### src/rtl/wmv_pkg.sv
package wmv_pkg;

  typedef enum logic [1:0] {
    ST_IDLE = 2'd0,
    ST_RD   = 2'd1,
    ST_WR   = 2'd2,
    ST_FIN  = 2'd3
  } wmv_state_e;

  // Bytes moved per step: one word, or two words in long mode.
  function automatic int unsigned step_bytes(input logic lng, input int unsigned word_w);
    return lng ? (2 * (word_w / 8)) : (word_w / 8);
  endfunction

endpackage

### src/rtl/wmv_rst_sync.sv
module wmv_rst_sync (
  input  logic clk,
  input  logic rst_n,
  output logic rst_sn
);
  logic meta_q, sync_q;

  always_ff @(posedge clk or negedge rst_n) begin
    if (!rst_n) begin
      meta_q <= 1'b0;
      sync_q <= 1'b0;
    end else begin
      meta_q <= 1'b1;
      sync_q <= meta_q;
    end
  end

  assign rst_sn = sync_q;
endmodule

### src/rtl/wmv_ptr_step.sv
module wmv_ptr_step #(
  parameter int ADDR_W = 32,
  parameter int WRAP_W = 16,
  parameter int WORD_W = 16
) (
  input  logic [ADDR_W-1:0] ptr,
  input  logic              lng,
  input  logic              dec,
  input  logic              compat,
  output logic [ADDR_W-1:0] nxt
);
  import wmv_pkg::*;

  logic [ADDR_W-1:0] stp;
  logic [ADDR_W-1:0] full;
  logic [WRAP_W-1:0] low;

  always_comb begin
    stp  = ADDR_W'(step_bytes(lng, WORD_W));
    full = dec ? (ptr - stp) : (ptr + stp);
    low  = dec ? (ptr[WRAP_W-1:0] - stp[WRAP_W-1:0])
               : (ptr[WRAP_W-1:0] + stp[WRAP_W-1:0]);
  end

  generate
    if (WRAP_W < ADDR_W) begin : g_wrap
      assign nxt = compat ? {ptr[ADDR_W-1:WRAP_W], low} : full;
    end else begin : g_nowrap
      logic unused_bits;
      assign unused_bits = compat ^ (^low);
      assign nxt = full;
    end
  endgenerate
endmodule

### src/rtl/wmv_count.sv
module wmv_count #(
  parameter int CNT_W  = 16,
  parameter int WORD_W = 16
) (
  input  logic [CNT_W-1:0] cnt,
  input  logic             lng,
  input  logic             rpt,
  output logic [CNT_W-1:0] cnt_nxt,
  output logic             more
);
  import wmv_pkg::*;

  logic [CNT_W-1:0] stp;

  always_comb begin
    stp     = CNT_W'(step_bytes(lng, WORD_W));
    cnt_nxt = cnt - stp;
    // Another step only if this one does not reach or cross zero.
    more    = rpt && (cnt > stp);
  end
endmodule

### src/rtl/wmv_ctrl.sv
module wmv_ctrl (
  input  logic                 clk,
  input  logic                 rst_sn,
  input  logic                 start,
  input  logic                 misalign,
  input  logic                 mem_rdy,
  input  logic                 more,
  output wmv_pkg::wmv_state_e  state,
  output logic                 ld_go,
  output logic                 rd_acc,
  output logic                 wr_acc
);
  import wmv_pkg::*;

  wmv_state_e state_q, state_d;

  always_comb begin
    state_d = state_q;
    ld_go   = 1'b0;
    rd_acc  = 1'b0;
    wr_acc  = 1'b0;
    unique case (state_q)
      ST_IDLE: begin
        if (start) begin
          ld_go   = 1'b1;
          state_d = misalign ? ST_FIN : ST_RD;
        end
      end
      ST_RD: begin
        if (mem_rdy) begin
          rd_acc  = 1'b1;
          state_d = ST_WR;
        end
      end
      ST_WR: begin
        if (mem_rdy) begin
          wr_acc  = 1'b1;
          state_d = more ? ST_RD : ST_FIN;
        end
      end
      ST_FIN: state_d = ST_IDLE;
      default: state_d = ST_IDLE;
    endcase
  end

  always_ff @(posedge clk or negedge rst_sn) begin
    if (!rst_sn) state_q <= ST_IDLE;
    else         state_q <= state_d;
  end

  assign state = state_q;

  // a write accepted with more steps due goes back to reading
  a_r3_next_read: assert property (@(posedge clk) disable iff (!rst_sn)
    (state_q == ST_WR && mem_rdy && more) |=> (state_q == ST_RD));
endmodule

### src/rtl/wmv_engine.sv
module wmv_engine #(
  parameter int ADDR_W = 32,
  parameter int WORD_W = 16,
  parameter int CNT_W  = 16,
  parameter int WRAP_W = 16,
  localparam int DATA_W = 2 * WORD_W
) (
  input  logic              clk,
  input  logic              rst_n,
  input  logic              start,
  input  logic              rpt,
  input  logic              dir_dec,
  input  logic              long_mode,
  input  logic              compat_mode,
  input  logic [ADDR_W-1:0] src_in,
  input  logic [ADDR_W-1:0] dst_in,
  input  logic [CNT_W-1:0]  cnt_in,
  output logic              busy,
  output logic              done,
  output logic              align_err,
  output logic [ADDR_W-1:0] src_out,
  output logic [ADDR_W-1:0] dst_out,
  output logic [CNT_W-1:0]  cnt_out,
  output logic              mem_req,
  output logic              mem_we,
  output logic              mem_wide,
  output logic [ADDR_W-1:0] mem_addr,
  output logic [DATA_W-1:0] mem_wdata,
  input  logic [DATA_W-1:0] mem_rdata,
  input  logic              mem_rdy
);
  import wmv_pkg::*;

  logic              rst_sn;
  wmv_state_e        state;
  logic              ld_go, rd_acc, wr_acc, more, misalign;
  logic [ADDR_W-1:0] src_q, dst_q;
  logic [CNT_W-1:0]  cnt_q, cnt_nxt;
  logic              rpt_q, dec_q, long_q, compat_q, err_q;
  logic [DATA_W-1:0] buf_q;
  logic [ADDR_W-1:0] ptr_cur [2];
  logic [ADDR_W-1:0] ptr_nxt [2];

  wmv_rst_sync u_rst (.clk(clk), .rst_n(rst_n), .rst_sn(rst_sn));

  assign misalign = src_in[0] | dst_in[0];

  wmv_ctrl u_ctrl (
    .clk(clk), .rst_sn(rst_sn), .start(start), .misalign(misalign),
    .mem_rdy(mem_rdy), .more(more), .state(state),
    .ld_go(ld_go), .rd_acc(rd_acc), .wr_acc(wr_acc)
  );

  assign ptr_cur[0] = src_q;
  assign ptr_cur[1] = dst_q;

  for (genvar g = 0; g < 2; g++) begin : g_ptr
    wmv_ptr_step #(.ADDR_W(ADDR_W), .WRAP_W(WRAP_W), .WORD_W(WORD_W)) u_step (
      .ptr(ptr_cur[g]), .lng(long_q), .dec(dec_q), .compat(compat_q), .nxt(ptr_nxt[g])
    );
  end

  wmv_count #(.CNT_W(CNT_W), .WORD_W(WORD_W)) u_cnt (
    .cnt(cnt_q), .lng(long_q), .rpt(rpt_q), .cnt_nxt(cnt_nxt), .more(more)
  );

  // Register file: loaded on an accepted start, advanced on each accepted write.
  always_ff @(posedge clk or negedge rst_sn) begin
    if (!rst_sn) begin
      src_q    <= '0;
      dst_q    <= '0;
      cnt_q    <= '0;
      rpt_q    <= 1'b0;
      dec_q    <= 1'b0;
      long_q   <= 1'b0;
      compat_q <= 1'b0;
      err_q    <= 1'b0;
    end else if (ld_go) begin
      src_q    <= src_in;
      dst_q    <= dst_in;
      cnt_q    <= cnt_in;
      rpt_q    <= rpt;
      dec_q    <= dir_dec;
      long_q   <= long_mode;
      compat_q <= compat_mode;
      err_q    <= misalign;
    end else if (wr_acc) begin
      src_q    <= ptr_nxt[0];
      dst_q    <= ptr_nxt[1];
      cnt_q    <= cnt_nxt;
    end
  end

  always_ff @(posedge clk or negedge rst_sn) begin
    if (!rst_sn)     buf_q <= '0;
    else if (rd_acc) buf_q <= mem_rdata;
  end

  assign busy      = (state == ST_RD) || (state == ST_WR);
  assign done      = (state == ST_FIN);
  assign align_err = err_q;
  assign src_out   = src_q;
  assign dst_out   = dst_q;
  assign cnt_out   = cnt_q;
  assign mem_req   = busy;
  assign mem_we    = (state == ST_WR);
  assign mem_wide  = long_q;
  assign mem_addr  = (state == ST_WR) ? dst_q : src_q;
  assign mem_wdata = long_q ? buf_q : {{WORD_W{1'b0}}, buf_q[WORD_W-1:0]};

  // a pending request keeps its address and direction
  a_r7_req_hold: assert property (@(posedge clk) disable iff (!rst_sn)
    (mem_req && !mem_rdy) |=> (mem_req && $stable(mem_addr) && $stable(mem_we)));

  // addresses issued are even
  a_r7_even_addr: assert property (@(posedge clk) disable iff (!rst_sn)
    mem_req |-> !mem_addr[0]);

  // done lasts one cycle
  a_r8_done_pulse: assert property (@(posedge clk) disable iff (!rst_sn)
    done |=> !done);

  // a normal completion follows an accepted write
  a_r8_done_after_write: assert property (@(posedge clk) disable iff (!rst_sn)
    (mem_req && mem_we && mem_rdy && !more) |=> done);

  // a misaligned start produces no access
  a_r6_quiet_on_error: assert property (@(posedge clk) disable iff (!rst_sn)
    align_err |-> !mem_req);

  // a start during a run leaves the latched mode alone
  a_r11_mode_kept: assert property (@(posedge clk) disable iff (!rst_sn)
    (busy && $past(busy)) |-> $stable(mem_wide));
endmodule

### config.mk
export PLATFORM = sky130hd
export DESIGN_NAME = wmv_engine
export DESIGN_NICKNAME = d
export VERILOG_FILES = /design/src/rtl/wmv_pkg.sv /design/src/rtl/wmv_rst_sync.sv /design/src/rtl/wmv_ptr_step.sv /design/src/rtl/wmv_count.sv /design/src/rtl/wmv_ctrl.sv /design/src/rtl/wmv_engine.sv
export SDC_FILE = /design/constraint.sdc
export NUM_CORES = 1
export LEC_CHECK = 0
export BUFFER_PORTS_ARGS = -buffer_cell sky130_fd_sc_hd__buf_4
export CELL_PAD_IN_SITES_DETAIL_PLACEMENT = 2
export CELL_PAD_IN_SITES_GLOBAL_PLACEMENT = 2
export CORE_ASPECT_RATIO = 0.5
export CORE_UTILIZATION = 33
export DETAILED_ROUTE_END_ITERATION = 8
export PLACE_DENSITY = 0.95
export SETUP_SLACK_MARGIN = 0.02
export SYNTH_ARGS = -nofsm -noshare
export SYNTH_HDL_FRONTEND = slang
export SYNTH_SLANG_ARGS = --single-unit
### constraint.sdc
create_clock -name clk -period 7.1 [get_ports clk]
set_input_delay 1.065 -clock clk [delete_from_list [all_inputs] [get_ports clk]]
set_output_delay 1.065 -clock clk [all_outputs]
set_load 0.005 [all_outputs]
# ---- After elaboration in Yosys (flattened, before gate mapping)
# Index checks and enable logic that the tools add are counted.
dict set report totals {
  ff_bits 121
  input_bits 120
  out_inout_bits 150
  elab_cells 64
}
dict set report op_classes {
  n_addsub 9
  magnitude_cmp 1
  eq_ne 7
  muxes 26
  bitwise 1
  reduce_logical 6
}
# cell n
set ops {}
lappend ops {{$mux W32} 10}
lappend ops {{$add A32 B32 Y32} 2}
lappend ops {{$mux W16} 4}
lappend ops {{$sub A32 B32 Y32} 2}
lappend ops {{$sub A16 B16 Y16} 3}
lappend ops {{$add A16 B16 Y16} 2}
lappend ops {{$gt A16 B16 Y1} 1}
lappend ops {{$mux W2} 5}
lappend ops {{$pmux W2 S4} 1}
lappend ops {{$ne A2 B2 Y1 const B} 3}
lappend ops {{$mux W1} 5}
lappend ops {{$eq A2 B2 Y1 const B} 2}
lappend ops {{$mux W3} 1}
lappend ops {{$reduce_and A3 Y1} 1}
lappend ops {{$eq A2 B1 Y1 const B} 1}
lappend ops {{$logic_not A2 Y1} 1}
lappend ops {{$ne A2 B1 Y1 const B} 1}
lappend ops {{$reduce_and A2 Y1} 1}
lappend ops {{$reduce_bool A2 Y1} 1}
lappend ops {{$logic_and A1 B1 Y1} 1}
lappend ops {{$logic_or A1 B1 Y1} 1}
lappend ops {{$or A1 B1 Y1} 1}

# ---- Depth between registers and ports, before layout
# Gate-level depths: netlist (run 1).
dict set report logic_depth {
  depth_word 6
  depth_mapped 11
  ltp_nobuf 11
}

# ---- Cells and area by module
# Synthesis (run 1) repeated with hierarchy kept, for this count alone.
dict set report unflattened {
  hier_cells 1124
  area_unflattened_um2 10237.3
}
# mod n_inst cells_per_inst area_per_inst_um2 seq_area_each_um2
set modules_own_cells {}
lappend modules_own_cells {wmv_engine 1 500 5779.3 2927.8}
lappend modules_own_cells {wmv_ptr_step 2 279 1964.4 0.0}
lappend modules_own_cells {wmv_count 1 51 351.6 0.0}
lappend modules_own_cells {wmv_ctrl 1 12 123.9 50.0}
lappend modules_own_cells {wmv_rst_sync 1 3 53.8 50.0}

# ---- Worst setup path before layout (run 1)
# OpenSTA, ideal clock, no wires.
dict set report synth_timing {
  path_kind {register to register}
  startpoint {register dec_q}
  endpoint {register dst_q[24] (netlist: dst_out[24])}
  setup_time_ps 132
  arrival_time_ps 3620
  required_time_ps 6968
  slack_ps 3348
  path_stages_with_launch 11
  path_buffers 0
  synth_period_minus_slack_ps 3752
  cell_sequence {dfrtp_1 > ha_1 > and3b_1 > a311oi_4 > o31ai_4 > a2111o_1 > a31o_1 > a21oi_4 > o21ai_1 > xnor2_1 > a21oi_1}
}
dict set report synth_via {
  elab_chain_len 4
}
# element line
set synth_lines {}
lappend synth_lines {{start, declared} wmv_engine.sv:39} ;# logic rpt_q, dec_q, long_q, compat_q, err_q;
lappend synth_lines {{start signal, assigned} wmv_engine.sv:83} ;# dec_q <= dir_dec;
lappend synth_lines {{$mux W32} wmv_ptr_step.sv:20} ;# full = dec ? (ptr - stp) : (ptr + stp);
lappend synth_lines {{$mux W32} wmv_ptr_step.sv:27} ;# assign nxt = compat ? {ptr[ADDR_W-1:WRAP_W], low} : full;
lappend synth_lines {{$mux W32} wmv_engine.sv:87} ;# end else if (wr_acc) begin
lappend synth_lines {{$mux W32} wmv_engine.sv:78} ;# end else if (ld_go) begin
lappend synth_lines {{end signal, assigned} wmv_engine.sv:80} ;# dst_q <= dst_in;
lappend synth_lines {{end signal, assigned} wmv_engine.sv:89} ;# dst_q <= ptr_nxt[1];
lappend synth_lines {{end, declared} wmv_engine.sv:37} ;# logic [ADDR_W-1:0] src_q, dst_q;
# Every way passes these cells. The select of a mux whose other input is x is not followed.
# A chain may end at the register's enable or synchronous reset.

# ---- Worst setup path after layout (run 1)
dict set report layout_timing {
  startpoint {register dec_q}
  endpoint {register dst_q[31] (netlist: dst_out[31])}
}
# Same word-level chain as after synthesis.

==> results.py, run 1 <==
metrics = {
    "run": {
        "cap_violations": 0,
    },
    "cts": {
        "clk_pin_slew_ns": 0.07,
        "cts_made_buffers": 17,
        "cts_hold_buf": 0,
        "cts_num_sinks": 121,
        "insertion_delay_ns": 0.46,
        "clockBufferDepth": 2,
        "postCtsSetupBuffers": 0,
        "htreeDepth": 4,
        "tritoncts": "yes",
        "ctsRootBufferMaster": "clkbuf_16",
        "ctsResizeCount": 0,
    },
    "logic_synthesis": {
        "synth_edf_count": 0,
        "synth_nets": 1264,
        "synthCells": 1076,
        "yosys_warnings": 0,
        "synthFlopType": "dfrtp_1",
        "avgSynthCellArea_sq_um": 8.54,
        "ys_ff_latch": 121,
        "synth_area_sq_um": 9190,
        "ys_async_sr_fraction": 1.00,
        "ys_seq_area_frac": 0.329,
        "ys_types": 77,
    },
    "sta": {
        "setup_violations": 0,
        "period_needed_ns": 4.44,
        "finalClockSkew_ns": 0.0162,
        "timing.final.max_slew_violations": 0,
        "finalSetupTns_ns": 0,
        "relSlewSlack": 0.225,
        "finalHoldViolations": 0,
        "min_period_over_period": 0.625,
        "max_freq_mhz": 225,
        "tightest_slew_ns": 1.16,
        "rsz0062_at_grt": "false",
    },
    "pwr": {
        "p_per_area_nw_per_um2": 624,
        "peakVddDrop_mv": 0.200,
        "p_leak_nw": 5.55,
    },
    "placement": {
        "port_buffers": 269,
        "placedInstanceArea_sq_um": 11400,
        "gp_congestion": 0.894,
        "hpwl_um": 31300,
    },
    "floorplanning": {
        "chipHeight_um": 120,
        "row_count": 42,
        "core_area_sq_um": 26900,
        "die_area_sq_um": 28600,
        "die_x_um": 238,
        "ios": 270,
        "start_util": 0.342,
    },
    "grt": {
        "grt_pass1_wl_um": 71900,
        "grt_pass1_vias": 11400,
        "antenna_found_initial": 0,
        "grt_use_total": 0.334,
        "grt.overflow.total": 0,
        "grt_max_degree": 96,
    },
    "route": {
        "vias": 10000,
        "via_per_inst": 5.94,
        "first_pass_iters": 5,
        "drt_iter0_drc": 683,
        "totalWireLength_um": 47500,
        "drtAntennaViolNets": 0,
        "wl_per_cell_um": 28.2,
        "drc": 0,
    },
    "finish": {
        "nNetsFinal": 1489,
        "syn2layout_area_growth_pct": 30.2,
        "final_cell_mix": "277 x buf_4, 129 x nand2_1, 120 x a21oi_1",
        "final_common_cell": "buf_4",
        "drive_above_1_share": 0.302,
        "diodes": 0,
        "final_area_sq_um": 12000,
        "fin_util": 0.445,
    },
    "worst_setup_path": {
        "cpMaxStageDelayCell": "dfrtp_2",
        "worstPathMaxFanout": 37,
        "reg2reg_from": "dec_q$_DFFE_PN0P_",
        "critPathKind": "reg -> reg",
        "r2r_slack_ns": 2.66,
        "startpoint_type": "register",
        "crit_chain": "buf_4 > ha_1 > a21oi_1 > nand2_1 > o311ai_2 > o21ai_1 > o211ai_2 > nand2b_1 > a221o_1 > a2111oi_0 > nor3_1",
        "reg2reg_depth": 11,
        "cp.arrival_ns": 4.76,
        "end_kind": "register",
        "required_ns": 7.42,
        "regToRegEndpoint": "dst_out[31]$_DFFE_PN0P_",
        "critPathMaxStageDelay_ns": 0.93,
    },
    "outcome": {
        "status": "finished clean",
    },
    "min_path": {
        "whs_endpoint": "u_rst.rst_sn$_DFF_PN0_",
        "hold_start": "u_rst.meta_q$_DFF_PN0_",
        "holdPathStages": 0,
        "hp-class": "reg -> reg",
    },
}
## cell type report
class	count	area [sq um]
fillers	2954	14900
multi-input cells	866	5760
flip-flops and latches	121	3030
repair buffers	277	2080
well taps	374	468
clock buffers	19	443
clock inverters	13	111
inverters	18	67.6
## per-stage QoR
step | setup WS (ns) | std cells | total power [mW] | hold slack, ns
4_1_cts | 2.78 | 1688 | 7.38 | 0.356
3_3_place_gp | 3.26 | 1656 | 5.76 | 0.338
6_report | 2.66 | 1688 | 7.47 | 0.350
2_1_floorplan | 3.35 | 1076 | 4.30 | 0.331
5_1_grt | 2.56 | 1688 | 7.84 | 0.364
3_5_place_dp | 3.03 | 1656 | 6.21 | 0.340
## cells by family (layout without fill, tap and decap cells)
family,Yosys count,in the layout,synth area share
compound gates,317,317,0.212
xor+xnor,64,64,0.0610
fa+ha+maj,69,69,0.0946
buf+inv,89,327,0.0441
flops,121,121,0.329
mux,68,68,0.0828
other cells,1,1,0.000408
simple gates,347,347,0.176
## per-layer routing
metal | wire length (um) | GRT usage | share of wire
met4 | 2580 | 0.196 | 0.054
met2 | 24700 | 0.609 | 0.52
met5 | 0 | 0 | 0
met1 | 18100 | 0.359 | 0.38
met3 | 2190 | 0.0715 | 0.046
## synth_stat cells, drive strengths merged, types with 17 or more instances
cell / n / area (sq um)
nand3: 26 / 130
xor2: 28 / 245
nand2: 130 / 488
o21ai: 95 / 479
ha: 67 / 838
xnor2: 36 / 315
dfrtp: 121 / 3030
and2: 22 / 138
buf: 32 / 191
inv: 18 / 67.6
a31oi: 17 / 106
clkbuf: 39 / 146
nor2: 86 / 323
a21o: 29 / 218
a21oi: 122 / 626
mux2: 64 / 721
## sequential cells by signal (all words and copies together), names as in the netlist
signal / cells
buf_q: 32
dst_out: 32
src_out: 32
cnt_out: 16
u_ctrl.state: 2
align_err: 1
compat_q: 1
dec_q: 1
mem_wide: 1
rpt_q: 1
u_rst.meta_q: 1
u_rst.rst_sn: 1
## how the worst max path moves through the flow
stage | startpoint | end | slack, ns | depth (start not counted)
CTS | dec_q$_DFFE_PN0P_ | dst_out[31]$_DFFE_PN0P_ | 2.78 | 11
finish | dec_q$_DFFE_PN0P_ | dst_out[31]$_DFFE_PN0P_ | 2.66 | 11
detailed placement | dec_q$_DFFE_PN0P_ | dst_out[31]$_DFFE_PN0P_ | 3.03 | 11
global route | dec_q$_DFFE_PN0P_ | dst_out[31]$_DFFE_PN0P_ | 2.56 | 11
global placement | dec_q$_DFFE_PN0P_ | dst_out[31]$_DFFE_PN0P_ | 3.26 | 11
floorplan | dec_q$_DFFE_PN0P_ | dst_out[24]$_DFFE_PN0P_ | 3.35 | 10
## critical path: cells and delay by family, from the launching register on
kind	cells	cell delay [ns]
buf+inv	1	0.49
fa+ha+maj	1	0.39
compound gates	6	2.06
simple gates	3	0.40
flops	1	0.93
## power breakdown
group / switching [mW] / internal (mW)
registers: 0.544 / 1.03
clock network: 0.414 / 0.464
logic: 2.93 / 2.09
(Power assumes the default switching activity.)
==> run 2: changes to the inputs <==
CORE_UTILIZATION = 28   (was 33)
PLACE_DENSITY = 0.9   (was 0.95)
clock period = 3.6 ns   (was 7.1 ns; I/O delays follow)
==> run 2 against run 1 <==
  * Setup slack got worse by 2.6 ns
  * Global-route usage decreased by 7.9 points
  * Register-to-register slack got worse by 2.6 ns
  * Largest power group unchanged
  * Clock power increased by 99%
  * Clock skew decreased by 0.0044 ns
  * Die area increased by 18%
  * Via count decreased by 3.5%
  * Fmax increased by 26%
  * First-iteration DRC count decreased by 32%
==> results.py, run 2 (synthesized netlist as in run 1, its figures left out) <==
metrics = {
    "cts": {
        "tritoncts": "yes",
        "ctsRootBufferMaster": "clkbuf_16",
        "cts_made_buffers": 17,
        "clk_pin_slew_ns": 0.06,
        "htreeDepth": 4,
        "cts_num_sinks": 121,
        "clockBufferDepth": 2,
        "insertion_delay_ns": 0.45,
    },
    "grt": {
        "grt_max_degree": 109,
        "antenna_found_initial": 0,
        "grt.overflow.total": 0,
        "grt_use_total": 0.255,
        "grt_pass1_vias": 10600,
        "grt_pass1_wl_um": 65400,
    },
    "min_path": {
        "hold_start": "compat_mode",
        "holdPathStages": 3,
        "hp-class": "in -> reg",
        "whs_endpoint": "compat_q$_DFFE_PN0P_",
    },
    "route": {
        "first_pass_iters": 5,
        "drt_iter0_drc": 467,
        "drc": 0,
        "wl_per_cell_um": 24.9,
        "totalWireLength_um": 43700,
        "drtAntennaViolNets": 0,
        "via_per_inst": 5.52,
        "vias": 9674,
    },
    "placement": {
        "gp_congestion": 0.911,
        "placedInstanceArea_sq_um": 11600,
        "hpwl_um": 31400,
        "pre_cts_slack_ns": -0.0504,
        "port_buffers": 269,
        "place_inst": 1722,
    },
    "floorplanning": {
        "core_area_sq_um": 32000,
        "die_area_sq_um": 33600,
        "row_count": 46,
        "chipHeight_um": 130,
        "die_x_um": 258,
        "start_util": 0.287,
        "ios": 270,
    },
    "pwr": {
        "power_mw": 14.5,
        "peakVddDrop_mv": 0.511,
        "p_per_area_nw_per_um2": 1190,
        "p_leak_nw": 5.64,
    },
    "worst_setup_path": {
        "critPathTopFamily": "compound AO/OA/AOI/OAI gates",
        "cp.arrival_ns": 3.81,
        "startpoint_type": "register",
        "cpMaxStageDelayCell": "dfrtp_4",
        "critPathMaxStageDelay_ns": 0.60,
        "path_buf_inv": 1,
        "critPathKind": "reg -> reg",
        "required_ns": 3.89,
        "r2r_slack_ns": 0.09,
        "crit_chain": "buf_4 > ha_1 > nand2_1 > a21oi_1 > a221o_1 > a31o_2 > a41oi_2 > o21ai_1 > a21boi_1 > xor2_1 > a21oi_1",
        "end_kind": "register",
        "reg2reg_from": "dec_q$_DFFE_PN0P_",
        "reg2reg_depth": 11,
        "cpMostUsedCell": "a21oi_1",
        "regToRegEndpoint": "src_out[25]$_DFFE_PN0P_",
        "worstPathMaxFanout": 15,
    },
    "sta": {
        "finalSetupTns_ns": 0,
        "relSlewSlack": 0.429,
        "min_period_over_period": 0.976,
        "rsz0062_at_grt": "false",
        "timing.final.max_slew_violations": 0,
        "finalHoldViolations": 0,
        "max_freq_mhz": 284,
        "whs_ns": 0.292,
        "setup_ws_ns": 0.0850,
        "setup_violations": 0,
        "finalClockSkew_ns": 0.0118,
        "period_needed_ns": 3.51,
        "tightest_slew_ns": 0.857,
    },
    "run": {
        "cap_violations": 0,
    },
    "finish": {
        "diodes": 0,
        "fillers": 3585,
        "final_cell_mix": "284 x buf_4, 129 x nand2_1, 120 x a21oi_1",
        "fin_cells": 1754,
        "drive_above_1_share": 0.309,
        "final_common_cell": "buf_4",
        "fin_util": 0.381,
        "nNetsFinal": 1499,
        "final_area_sq_um": 12200,
        "syn2layout_area_growth_pct": 32.7,
    },
    "outcome": {
        "status": "finished clean",
    },
}
-- run 2: changes by cell type in the layout (fill, tap and decap cells not counted), sizes merged --
cell,previous run,this run
buf,277,286
clkinv,3,4
dlygate4sd3,0,1
clkinvlp,4,5
bufinv,0,2
inv,24,18
-- run 2: layer usage --
layer / vias up / wire length (um) / global-route usage
met4: 0 / 1640 / 0.128
met5: - / 0 / 0
met3: 99 / 1390 / 0.0423
met1: 4993 / 17600 / 0.289
met2: 247 / 23100 / 0.472
li1: 4335 / - / -
-- run 2: repair_timing --
action	CTS	global route
hold buffers	1	0
hold endpoints to repair	2	0
buffers inserted	0	1
gates resized for setup	2	6
endpoints found under the setup margin	5	7
-- run 2: layout make-up --
class	count	area (sq um)	share of cell area
clock inverter	11	125	0.0103
multi-input combinational	866	5800	0.475
sequential	121	3040	0.249
inverter	18	67.6	0.00554
tap	432	541	0.0443
clock buffer	19	453	0.0372
timing repair buffer	287	2170	0.178
-- run 2: tightest hold or removal path: cells and delay by family --
| kind | cells | cell delay, ns |
|---|---|---|
| buffers and inverters | 1 | 0.07 |
| AND/OR/NAND/NOR | 2 | 0.09 |
-- run 2: worst max-delay path by stage --
stage                      startpoint                      end  slack (ns)  depth (start not counted)
floorplan           dec_q$_DFFE_PN0P_  dst_out[24]$_DFFE_PN0P_        0.37                         10
global placement    dec_q$_DFFE_PN0P_  src_out[24]$_DFFE_PN0P_        0.29                         10
detailed placement  dec_q$_DFFE_PN0P_  src_out[24]$_DFFE_PN0P_       -0.05                         10
CTS                 dec_q$_DFFE_PN0P_  src_out[24]$_DFFE_PN0P_        0.05                         10
global route        dec_q$_DFFE_PN0P_  src_out[25]$_DFFE_PN0P_        0.02                         11
finish              dec_q$_DFFE_PN0P_  src_out[25]$_DFFE_PN0P_        0.09                         11
-- run 2: power by group --
group	leakage (nW)	switching, mW	total, mW	internal, mW
clock network	0.269	0.708	1.75	1.04
registers	1.46	0.910	2.95	2.04
logic	3.91	5.63	9.82	4.19
==> run 3: changes to the inputs <==
BUFFER_PORTS_ARGS = -buffer_cell sky130_fd_sc_hd__buf_2   (was -buffer_cell sky130_fd_sc_hd__buf_4)
==> run 3 against run 2 <==
  * Core utilization shrank 2.0 points
  * Fmax grew 2.5%
  * Sequential share of layout area grew 1.4 points
  * Clock skew grew 0.0066 ns
  * Design area shrank 5.3%
  * Die area is the same
  * Flip-flop and latch count is the same
  * Wire length shrank 6.1%
  * Total power shrank 4.7%
  * Combinational power shrank 8.4%
  * Critical path type unchanged
  * First-iteration DRC count grew 25%
  * Count of clock-buffer cells in the layout shrank 1
==> results.py, run 3 (synthesized netlist as in run 1, its figures left out) <==
metrics = {
    "placement": {
        "port_buffers": 269,
        "gp_congestion": 0.891,
        "hpwl_um": 29900,
        "place_inst": 1719,
    },
    "grt": {
        "grt_pass1_wl_um": 62100,
        "grt_use_total": 0.240,
        "grt_max_degree": 102,
        "antenna_found_initial": 3,
        "grt.overflow.total": 0,
        "grt_pass1_vias": 10500,
    },
    "worst_setup_path": {
        "critPathKind": "reg -> reg",
        "r2r_slack_ns": 0.17,
        "required_ns": 3.93,
        "cp.arrival_ns": 3.76,
        "startpoint_type": "register",
        "worstPathMaxFanout": 26,
        "end_kind": "register",
    },
    "floorplanning": {
        "die_area_sq_um": 33600,
        "start_util": 0.287,
        "row_count": 46,
        "ios": 270,
        "core_area_sq_um": 32000,
        "die_x_um": 258,
        "chipHeight_um": 130,
    },
    "finish": {
        "drive_above_1_share": 0.307,
        "final_common_cell": "buf_2",
        "fin_cells": 1756,
        "nNetsFinal": 1495,
        "final_cell_mix": "269 x buf_2, 129 x nand2_1, 119 x a21oi_1, 119 x dfrtp_1, 89 x o21ai_0",
        "syn2layout_area_growth_pct": 25.7,
    },
    "run": {
        "cap_violations": 0,
    },
    "sta": {
        "relSlewSlack": 0.502,
        "min_period_over_period": 0.953,
        "timing.final.max_slew_violations": 0,
        "finalSetupTns_ns": 0,
        "max_freq_mhz": 292,
        "tightest_slew_ns": 0.744,
        "finalClockSkew_ns": 0.0184,
        "period_needed_ns": 3.43,
        "finalHoldViolations": 0,
        "rsz0062_at_grt": "false",
        "setup_violations": 0,
    },
    "cts": {
        "cts_num_sinks": 121,
        "cts_made_buffers": 17,
        "insertion_delay_ns": 0.46,
        "clockBufferDepth": 2,
        "ctsRootBufferMaster": "clkbuf_16",
        "tritoncts": "yes",
        "htreeDepth": 4,
        "clk_pin_slew_ns": 0.06,
    },
    "pwr": {
        "internal_power_mw": 6.87,
        "p_per_area_nw_per_um2": 1200,
        "power_frac_comb": 0.650,
        "power_switching_mw": 6.97,
        "pwr-share-clk": 0.139,
        "seqPwrFrac": 0.210,
        "p_leak_nw": 5.43,
        "peakVddDrop_mv": 0.438,
        "swShare": 0.503,
    },
    "route": {
        "wl_per_cell_um": 23.4,
        "drt_iter0_drc": 583,
        "via_per_inst": 5.39,
        "first_pass_iters": 4,
        "totalWireLength_um": 41000,
        "vias": 9461,
        "drtAntennaViolNets": 0,
        "drc": 0,
    },
    "outcome": {
        "status": "finished clean",
    },
    "min_path": {
        "hp-class": "in -> reg",
    },
}
## run 3: path summary, 6_finish.rpt
check	from	endpoint	depth (start not counted)
max	dec_q$_DFFE_PN0P_	src_out[30]$_DFFE_PN0P_	9
min	cnt_in[0]	cnt_out[0]$_DFFE_PN0P_	3
max reg2reg	dec_q$_DFFE_PN0P_	src_out[30]$_DFFE_PN0P_	9
min reg2reg	u_rst.meta_q$_DFF_PN0_	u_rst.rst_sn$_DFF_PN0_	0
max in group asynchronous	u_rst.rst_sn$_DFF_PN0_	dec_q$_DFFE_PN0P_	1
min in group asynchronous	u_rst.rst_sn$_DFF_PN0_	dst_out[5]$_DFFE_PN0P_	0
## run 3: worst max-delay path: stages (launching register included)
cell and delay, ns:
dfrtp_4 0.63, buf_4 0.26, ha_1 0.48, nand4_1 0.19
o41ai_2 0.52, o221ai_1 0.35, nor4_1 0.39, o22ai_1 0.18
mux2i_1 0.18, nand3_1 0.10
## run 3: layout make-up
cell class | count | area, sq um
inverters | 18 | 67.6
flip-flops and latches | 121 | 3040
diodes | 4 | 10.0
clock buffers | 18 | 439
fillers | 3649 | 20400
well taps | 432 | 541
multi-input cells | 866 | 5780
clock inverters | 14 | 195
repair buffers | 283 | 1480
## run 3: what timing repair did
action                                  in CTS  in global routing
resized for setup                            2                  3
endpoints found under the setup margin       3                  5
hold endpoints to repair                     2                  0
hold buffers                                 1                  0
buffers inserted                             0                  0
## run 3: stage by stage
step / total power, mW / hold slack, ns / instance area [sq um] / util / setup WS [ns]
floorplan: 8.49 / 0.244 / 9190 / - / 0.366
global placement: 10.9 / 0.325 / 10900 / 0.340 / 0.263
detailed placement: 11.6 / 0.330 / 10900 / 0.340 / 0.0329
CTS: 13.8 / 0.267 / 11500 / 0.360 / 0.128
global route: 14.8 / 0.295 / 11500 / 0.361 / 0.0232
finish: 13.8 / 0.280 / 11600 / 0.361 / 0.171
## run 3: power groups by stage
| stage | combinational [mW] | clock, mW | sequential, mW |
|---|---|---|---|
| after detailed placement | 8.66 | 0 | 2.90 |
| after global routing | 9.76 | 2.00 | 2.99 |
| after CTS | 8.92 | 1.96 | 2.91 |
| after global placement | 8.10 | 0 | 2.83 |
| after floorplan | 5.82 | 0 | 2.66 |
| final | 9.00 | 1.93 | 2.91 |
## run 3: per-layer routing
layer | wire (um) | GRT usage | vias up
li1 | - | - | 4312
met1 | 16900 | 0.282 | 4860
met2 | 21400 | 0.436 | 197
met3 | 1250 | 0.0392 | 92
met4 | 1460 | 0.110 | 0
met5 | 0 | 0 | -
